[config.mk]
export PLATFORM = sky130hd
export DESIGN_NAME = dr_carry_adder
export DESIGN_NICKNAME = d
export VERILOG_FILES = /design/src/rtl/dra_pkg.sv /design/src/rtl/dra_carry_stage.sv /design/src/rtl/dra_completion.sv /design/src/rtl/dr_carry_adder.sv
export SDC_FILE = /design/constraint.sdc
export NUM_CORES = 1
export LEC_CHECK = 0
export BUFFER_PORTS_ARGS = -buffer_cell sky130_fd_sc_hd__buf_4
export CORE_MARGIN = 2
export CORE_UTILIZATION = 63
export CTS_CLUSTER_SIZE = 28
export DETAILED_ROUTE_END_ITERATION = 10
export HOLD_SLACK_MARGIN = 0.02
export PLACE_DENSITY = 0.92
export SLEW_MARGIN = 20
export SYNTH_ARGS = -nofsm -noshare
export SYNTH_HDL_FRONTEND = slang
export SYNTH_HIERARCHICAL = 1
export SYNTH_SLANG_ARGS = --single-unit
[constraint.sdc]
create_clock -name clk -period 4.3 [get_ports clk]
set_input_delay 0 -clock clk [delete_from_list [all_inputs] [get_ports clk]]
set_output_delay 0 -clock clk [all_outputs]
set_load 0.02 [all_outputs]
[src/rtl/dra_pkg.sv]
package dra_pkg;

    // Dual-rail carry codes: {true_rail, false_rail}
    localparam logic [1:0] RAIL_EMPTY = 2'b00;
    localparam logic [1:0] RAIL_ONE   = 2'b10;
    localparam logic [1:0] RAIL_ZERO  = 2'b01;

    typedef enum logic [1:0] {
        ST_IDLE,
        ST_EVAL,
        ST_DONE,
        ST_DRAIN
    } adder_state_t;

endpackage

[src/rtl/dra_carry_stage.sv]
module dra_carry_stage
    import dra_pkg::*;
(
    input  logic       clk,
    input  logic       rst_n,
    input  logic       en,
    input  logic       clr,
    input  logic       bit_a,
    input  logic       bit_b,
    input  logic [1:0] rail_in,
    output logic [1:0] rail_out
);

    logic gen, kill, prop;
    logic [1:0] rail_q, rail_d;

    assign gen  = bit_a & bit_b;
    assign kill = ~bit_a & ~bit_b;
    assign prop = bit_a ^ bit_b;

    always_comb begin
        rail_d = rail_q;
        if (clr) begin
            rail_d = RAIL_EMPTY;
        end else if (en && rail_q == RAIL_EMPTY) begin
            if (gen)
                rail_d = RAIL_ONE;
            else if (kill)
                rail_d = RAIL_ZERO;
            else if (prop && rail_in != RAIL_EMPTY)
                rail_d = rail_in;
        end
    end

    always_ff @(posedge clk or negedge rst_n) begin
        if (!rst_n)
            rail_q <= RAIL_EMPTY;
        else
            rail_q <= rail_d;
    end

    assign rail_out = rail_q;

    AST_NO_ILLEGAL_CODE: assert property (@(posedge clk) disable iff (!rst_n)
        rail_q != 2'b11);

    AST_VALID_HOLDS: assert property (@(posedge clk) disable iff (!rst_n)
        (rail_q != RAIL_EMPTY && !clr) |=> $stable(rail_q));

    AST_EARLY_RESOLVE: assert property (@(posedge clk) disable iff (!rst_n)
        (en && !clr && (gen || kill)) |=> (rail_q != RAIL_EMPTY));

endmodule

[src/rtl/dra_completion.sv]
module dra_completion
    import dra_pkg::*;
#(
    parameter int PAIRS = 17
) (
    input  logic [PAIRS-1:0][1:0] rails,
    output logic                  all_valid,
    output logic                  all_empty
);

    logic [PAIRS-1:0] pair_valid;
    logic [PAIRS-1:0] pair_empty;

    for (genvar j = 0; j < PAIRS; j++) begin : g_pair
        assign pair_valid[j] = rails[j][1] ^ rails[j][0];
        assign pair_empty[j] = (rails[j] == RAIL_EMPTY);
    end

    assign all_valid = &pair_valid;
    assign all_empty = &pair_empty;

endmodule

[src/rtl/dr_carry_adder.sv]
module dr_carry_adder
    import dra_pkg::*;
#(
    parameter int WIDTH = 16,
    localparam int PAIRS = WIDTH + 1,
    localparam int CW    = $clog2(WIDTH + 2)
) (
    input  logic             clk,
    input  logic             rst_n,
    input  logic [WIDTH-1:0] opa,
    input  logic [WIDTH-1:0] opb,
    input  logic             cin,
    input  logic             req,
    output logic [WIDTH-1:0] sum,
    output logic             cout,
    output logic             ack,
    output logic [CW-1:0]    cycles
);

    adder_state_t state_q, state_d;
    logic [PAIRS-1:0][1:0] rails;   // rails[i] = carry into bit i; rails[WIDTH] = carry-out
    logic all_valid, all_empty;
    logic stage_en, stage_clr;
    logic ack_q;
    logic [CW-1:0] cnt_q;

    assign stage_clr = ~req;
    assign stage_en  = req && (state_q != ST_DRAIN);

    // Carry-in pair: a = b = cin gives generate or kill, never propagate
    dra_carry_stage u_cin_stage (
        .clk      (clk),
        .rst_n    (rst_n),
        .en       (stage_en),
        .clr      (stage_clr),
        .bit_a    (cin),
        .bit_b    (cin),
        .rail_in  (RAIL_EMPTY),
        .rail_out (rails[0])
    );

    for (genvar i = 0; i < WIDTH; i++) begin : g_stage
        dra_carry_stage u_stage (
            .clk      (clk),
            .rst_n    (rst_n),
            .en       (stage_en),
            .clr      (stage_clr),
            .bit_a    (opa[i]),
            .bit_b    (opb[i]),
            .rail_in  (rails[i]),
            .rail_out (rails[i+1])
        );
    end

    dra_completion #(.PAIRS(PAIRS)) u_cd (
        .rails     (rails),
        .all_valid (all_valid),
        .all_empty (all_empty)
    );

    // State register
    always_ff @(posedge clk or negedge rst_n) begin
        if (!rst_n)
            state_q <= ST_IDLE;
        else
            state_q <= state_d;
    end

    // Next state
    always_comb begin
        state_d = state_q;
        unique case (state_q)
            ST_IDLE:  if (req) state_d = ST_EVAL;
            ST_EVAL:  if (!req) state_d = ST_DRAIN;
                      else if (all_valid) state_d = ST_DONE;
            ST_DONE:  if (!req) state_d = ST_DRAIN;
            ST_DRAIN: if (all_empty) state_d = ST_IDLE;
            default:  state_d = ST_IDLE;
        endcase
    end

    // Registered outputs
    always_ff @(posedge clk or negedge rst_n) begin
        if (!rst_n) begin
            ack_q <= 1'b0;
            cnt_q <= '0;
        end else begin
            unique case (state_q)
                ST_IDLE:  if (req) cnt_q <= '0;
                ST_EVAL: begin
                    cnt_q <= cnt_q + 1'b1;
                    if (req && all_valid) ack_q <= 1'b1;
                end
                ST_DONE:  ack_q <= 1'b1;
                ST_DRAIN: if (all_empty) ack_q <= 1'b0;
                default:  ack_q <= 1'b0;
            endcase
        end
    end

    logic result_ok;
    assign result_ok = (state_q == ST_DONE);

    for (genvar i = 0; i < WIDTH; i++) begin : g_sum
        assign sum[i] = result_ok & ((opa[i] ^ opb[i]) ^ rails[i][1]);
    end
    assign cout   = result_ok & rails[WIDTH][1];
    assign ack    = ack_q;
    assign cycles = cnt_q;

    AST_SUM_MATCH: assert property (@(posedge clk) disable iff (!rst_n)
        (state_q == ST_DONE) |-> ({cout, sum} == ({1'b0, opa} + {1'b0, opb} + PAIRS'(cin))));

    AST_ACK_RISE_VALID: assert property (@(posedge clk) disable iff (!rst_n)
        $rose(ack_q) |-> all_valid);

    AST_ACK_FALL_EMPTY: assert property (@(posedge clk) disable iff (!rst_n)
        $fell(ack_q) |-> all_empty);

    AST_CLEAR_NEXT: assert property (@(posedge clk) disable iff (!rst_n)
        (state_q == ST_DONE && !req) |=> all_empty);

    AST_CYCLES_BOUND: assert property (@(posedge clk) disable iff (!rst_n)
        ack_q |-> (cnt_q <= CW'(WIDTH + 1)));

    AST_ABORT_NO_ACK: assert property (@(posedge clk) disable iff (!rst_n)
        (state_q == ST_EVAL && !req) |=> !ack_q);

endmodule

==> results_dict.tcl, run 1 <==
set metrics [dict create \
    status "completed" \
    syn_area_sq_mm 0.00407 \
    fin_area_sq_mm 0.00473 \
    cts-root-buf "clkbuf_8" \
    synth_area_per_cell_sq_um 9.38 \
    start_util_pct 64.5 \
    place_inst 573 \
    crit-reg2reg-launch "g_stage[5].u_stage/rail_out[1]" \
    antenna_found_initial 0 \
    cp.required_ns 4.50 \
    die_h_um 84.4 \
    final_hold_viol_count 0 \
    drv_slew 0 \
    peakVddDrop_mv 0.296 \
    layout_min_cycle_time_ns 2.29 \
    hold_ws_ns 0.136 \
    max_freq_ghz 0.437 \
    crit_path_start_kind "register" \
    dpl.hpwl_um 6750 \
    holdPathEnd "state_q[0]" \
    synth-seq-cells 42 \
    nets 597 \
    ant_nets 0 \
    io_pins 59 \
    finalSetupTns_ns 0 \
    path_class "reg2reg" \
    vias 3491 \
    rows 29 \
    cts_max_level 2 \
    grt_max_degree 54 \
    critPathBufInv 1 \
    cts_tree "built" \
    ys_seq_area_share_pct 25.8 \
    place_congestion 0.812 \
    die_w_um 84.4 \
    seqPwrFrac_pct 33.4 \
    rsz0062_at_grt "no" \
    crit_path_max_fanout 6 \
    ys_warn_count 6 \
    r2r_end "state_q[1]" \
    p_int_uw 951 \
    worst_pin_slew_ns 0.847 \
    overflow 0 \
    dieArea_sq_mm 0.00712 \
    hold_depth 3 \
    grt_usage_pct 27.0 \
    stdcell_count 582 \
    min_period_over_period_pct 53.2 \
    slew_headroom_pct 43.5 \
    cts_buffers 5 \
    pwr-share-comb_pct 49.8 \
    grt_pass1_vias 3572 \
    critical_path_arrival_ns 2.48 \
    synthFlopType "dfrtp_1" \
    p_leak_uw 0.00226 \
    cp-end-kind "register" \
    rrSetupSlack_ns 2.01 \
    postCtsSetupBuffers 0 \
    final-setup-viol-count 0 \
    hold_start "req" \
    hp-class "in2reg" \
    clock_sinks 42 \
    max_stage_delay_ns 0.46 \
    clockPowerShare_pct 16.8 \
    drive_gt1_share_pct 18.8 \
    p_sw_uw 669 \
    area_growth_pct 16.2 \
    async_reset_ff_share_pct 100 \
    remaining_drc_errors 0 \
    path_cells "inv_1 -> ha_1 -> and4_1 -> nand3_1 -> nor4_2 -> nor2b_1 -> o21ai_0 -> a21oi_1 -> a31o_2" \
    viasPerCell 6.00 \
    synthDistinctLibCells 37 \
    cts_max_path_buffers 2 \
    num_antenna_cells 0 \
    crit_slowest_cell "dfrtp_1" \
    cap_violations 0 \
    clkLatencyLatePin_ns 0.30 \
    grt_pass1_wl_um 15900 \
    numPortBuffers 58 \
    path_delay_family "simple AND/OR/NAND/NOR gates" \
    clk_pin_slew_ns 0.09 \
    syn_inst 434 \
    clock_skew_ns 0.0102 \
    routedWlPerCell_um 15.8 \
    placed_area_sq_mm 0.00463 \
    p_sw_share_pct 41.3 \
    pwr_density_cell_mw_per_mm2 343 \
    utilization_pct 74.9 \
    core_sq_mm 0.00631 \
    drt_wl_total_um 9180 \
    reg2reg_depth 9 \
    drtIter0Drc 257 \
    dr.pass1.iters 5 \
    synth_edf_count 0 \
]
cells in the mapped netlist, types with 2 or more instances:
cell	n	area share, %
nand2_1	2	0.18
and4_1	2	0.43
a22o_2	2	0.49
inv_1	106	9.8
o22ai_1	17	2.6
nor4_2	2	0.61
and2_1	17	2.6
a31oi_1	2	0.31
ha_1	57	18
o2bb2ai_1	17	3.7
nand4_1	4	0.61
nor2b_1	18	2.8
o2111ai_1	34	7.3
xnor2_1	32	6.9
nor2_1	18	1.7
o21ai_0	2	0.25
nand3_1	6	0.74
o21ai_1	17	2.1
dfrtp_1	42	26
nor3_1	2	0.25
nor4b_4	17	9.9
o31ai_1	2	0.37
a21o_1	2	0.37
registers in the layout, indices dropped and copies added, names as in the netlist:
name / cells
g_stage.u_stage/rail_out: 32
u_cin_stage/rail_out: 2
cycles: 5
state_q: 2
ack: 1
routing by layer:
layer	up-vias	wire length (um)	share of wire, %	track usage (%)
li1	1654	-	-	-
met5	-	0	0	0
met4	0	181	2.0	8.51
met3	18	412	4.5	4.03
met1	1707	3740	41	32.6
met2	112	4850	53	49.5
repair_timing:
action                                  CTS  global route
hold endpoints to repair                 42             0
endpoints found under the setup margin    0             0
hold buffers                              1             0
gates resized for setup                   0             0
cells in the final DEF (no fill, tap or decap), types with 4 or more instances in the layout:
cell	Yosys	routed
and2_1	17	17
nor2b_1	18	18
clkbuf_8	0	6
ha_1	57	57
nor2_1	18	17
o22ai_1	17	17
o21ai_1	17	17
nand3_1	6	6
o2111ai_1	34	34
dfrtp_1	42	42
conb_1	1	4
xnor2_1	32	32
buf_4	0	60
nor4b_4	17	17
nand4_1	4	4
o2bb2ai_1	17	17
inv_1	106	105
power groups by stage:
stage               registers [uW]  clock network (uW)  logic (uW)
floorplan                      545                   0         526
global placement               541                   0         760
CTS                            539                 275         805
finish                         541                 272         807
detailed placement             547                   0         793
global route                   552                 293         885
layout make-up:
type                    count  area, sq um
clock buffers               7         86.3
clock inverters             1         5.00
fillers                   455         1590
inverters                 106          398
multi-input cells         288         2630
flip-flops and latches     42         1050
well taps                  77         96.3
repair buffers             61          460
worst max path at each step:
stage / from / to / slack (ns) / cells past startpoint
finish: g_stage[5].u_stage/rail_out[1] / state_q[1] / 2.01 / 9
global placement: g_stage[5].u_stage/rail_out[1] / state_q[1] / 2.16 / 9
CTS: g_stage[5].u_stage/rail_out[1] / state_q[1] / 2.02 / 9
global route: g_stage[2].u_stage/rail_out[1] / state_q[1] / 1.84 / 9
detailed placement: g_stage[5].u_stage/rail_out[1] / state_q[1] / 2.07 / 9
floorplan: req / g_stage[0].u_stage/rail_out[0] / 1.46 / 4
per-stage QoR:
step	worst slack, ns	power [uW]
global placement	2.16	1300
floorplan	1.46	1070
finish	2.01	1620
CTS	2.02	1620
global route	1.84	1730
detailed placement	2.07	1340
cells by family after synthesis:
| family | count (synthesis) | synth area share [%] |
|---|---|---|
| mux | 2 | 0.707 |
| xor+xnor | 32 | 6.89 |
| flops | 42 | 25.8 |
| fa+ha+maj | 57 | 17.5 |
| buf+inv | 107 | 9.87 |
| other cells | 1 | 0.0921 |
| compound gates | 102 | 18.8 |
| simple gates | 91 | 20.3 |
tightest hold or removal path: cells and delay by family:
kind	cells	cell delay, ns
compound gates	2	0.27
buf+inv	1	0.13
(Power assumes the default switching activity.)
==> run 2: changes to the inputs <==
CORE_UTILIZATION = 53   (was 63)
PLACE_DENSITY = 0.83   (was 0.92)
clock period = 1.9 ns   (was 4.3 ns; I/O delays follow)
==> run 2 against run 1 <==
Non-clock buffer count is 39 higher. Count of clock-buffer cells in the layout is 1 lower. Setup slack worse by 2.0 ns. First-iteration DRC count is 44% lower. Global-route usage is 4.4 points lower. Combinational power grew to 2.7 times the previous value. Largest power group unchanged.
==> results_dict.tcl, run 2 (synthesis results as in run 1) <==
set metrics [dict create \
    start_util_pct 55.5 \
    cp-end-kind "register" \
    largest_reg_flops 32 \
    drt_wl_total_um 9330 \
    rrSetupSlack_ns 0.02 \
    num_antenna_cells 0 \
    p_leak_uw 0.00248 \
    drive_gt1_share_pct 25.3 \
    path_cells "inv_1 -> ha_1 -> nand3_1 -> nor4_4 -> nor2b_1 -> o21ai_2 -> a21oi_1 -> a31o_2" \
    grt_pass1_wl_um 15800 \
    cts_max_level 2 \
    hold_start "req" \
    dr.pass1.iters 5 \
    viasPerCell 5.50 \
    crit_path_max_fanout 4 \
    cp.required_ns 2.09 \
    utilization_pct 69.5 \
    rows 31 \
    crit_path_start "g_stage[15].u_stage/rail_out[1]" \
    final-setup-viol-count 0 \
    cts-root-buf "clkbuf_8" \
    ant_nets 0 \
    finalSetupTns_ns 0 \
    peakVddDrop_mv 0.324 \
    numPortBuffers 58 \
    overflow 0 \
    holdPathEnd "state_q[0]" \
    drv_slew 0 \
    reg2reg_depth 8 \
    hp-class "in2reg" \
    drtIter0Drc 144 \
    cp.depth 8 \
    place_congestion 0.819 \
    crit_slowest_cell "dfrtp_1" \
    min_period_over_period_pct 98.8 \
    clock_sinks 42 \
    critical_path_arrival_ns 2.07 \
    status "completed" \
    clock_skew_ns 0.00593 \
    remaining_drc_errors 0 \
    core_sq_mm 0.00733 \
    crit-reg2reg-launch "g_stage[15].u_stage/rail_out[1]" \
    grt_usage_pct 22.6 \
    stdcell_count 641 \
    place_inst 630 \
    die_h_um 91.6 \
    die_w_um 91.6 \
    area_growth_pct 25.1 \
    crit_path_start_kind "register" \
    power.total_uw 3870 \
    nets 636 \
    cts_buffers 5 \
    path_class "reg2reg" \
    max_freq_ghz 0.533 \
    antenna_found_initial 0 \
    rsz0062_at_grt "yes" \
    dpl.hpwl_um 7230 \
    slew_headroom_pct 64.4 \
    mostFrequentLayoutCells "105 x inv_1, 98 x buf_4, 56 x ha_1, 42 x dfrtp_1, 34 x o2111ai_1" \
    pwr_density_cell_mw_per_mm2 760 \
    path_delay_family "simple AND/OR/NAND/NOR gates" \
    routedWlPerCell_um 14.6 \
    cap_violations 0 \
    r2r_end "state_q[1]" \
    dieArea_sq_mm 0.00840 \
    max_stage_delay_ns 0.41 \
    hold_ws_ns 0.164 \
    grt_pass1_vias 3615 \
    cts_max_path_buffers 2 \
    clkLatencyLatePin_ns 0.30 \
    critPathBufInv 1 \
    final_common_cell "inv_1" \
    vias 3528 \
    hold_depth 4 \
    worst_pin_slew_ns 0.535 \
    layout_min_cycle_time_ns 1.88 \
    final_hold_viol_count 0 \
    cts_tree "built" \
    io_pins 59 \
    clk_pin_slew_ns 0.08 \
    grt_max_degree 43 \
]
==> run 2: power breakdown <==
| part | internal [uW] | switching, uW | leakage (uW) |
|---|---|---|---|
| Sequential | 1030 | 119 | 0.000564 |
| Clock | 280 | 295 | 0.0000431 |
| Combinational | 1020 | 1130 | 0.00188 |
==> run 2: cell type report <==
| cell class | count | area, sq um |
|---|---|---|
| flip-flops and latches | 42 | 1050 |
| clock buffers | 6 | 82.6 |
| fillers | 566 | 2240 |
| well taps | 99 | 124 |
| multi-input cells | 288 | 2670 |
| repair buffers | 100 | 766 |
| inverters | 106 | 402 |
==> run 2: timing repair <==
item / CTS / global route
cloned: 0 / 0
setup endpoints to repair: 1 / 7
pin swaps: 1 / 1
buffers inserted: 0 / 4
endpoints found under the hold margin: 42 / 0
hold buffers: 1 / 0
gates resized for setup: 1 / 4
==> run 2: stage by stage <==
step	instance area (sq um)	setup slack [ns]
floorplan	4100	-0.0677
global placement	4940	0.0387
detailed placement	4940	-0.0209
CTS	5040	0.0306
global route	5090	-0.110
finish	5090	0.0221
==> run 2: worst min-delay path: cells and delay by family <==
family / cells / cell delay (ns)
buffers and inverters: 2 / 0.26
AOI/OAI and AO/OA: 2 / 0.16
==> run 2: worst max-delay path by stage <==
| stage | end | slack (ns) |
|---|---|---|
| after floorplan | g_stage[0].u_stage/rail_out[0] | -0.07 |
| after global placement | state_q[1] | 0.04 |
| after detailed placement | state_q[1] | -0.02 |
| after CTS | state_q[1] | 0.03 |
| after global routing | state_q[1] | -0.11 |
| final | state_q[1] | 0.02 |
==> run 2: metal layers <==
layer  wire [um]  track usage (%)
met1        4070             27.6
met5           0                0
met4         160             6.19
met2        4750             41.2
met3         347             3.37
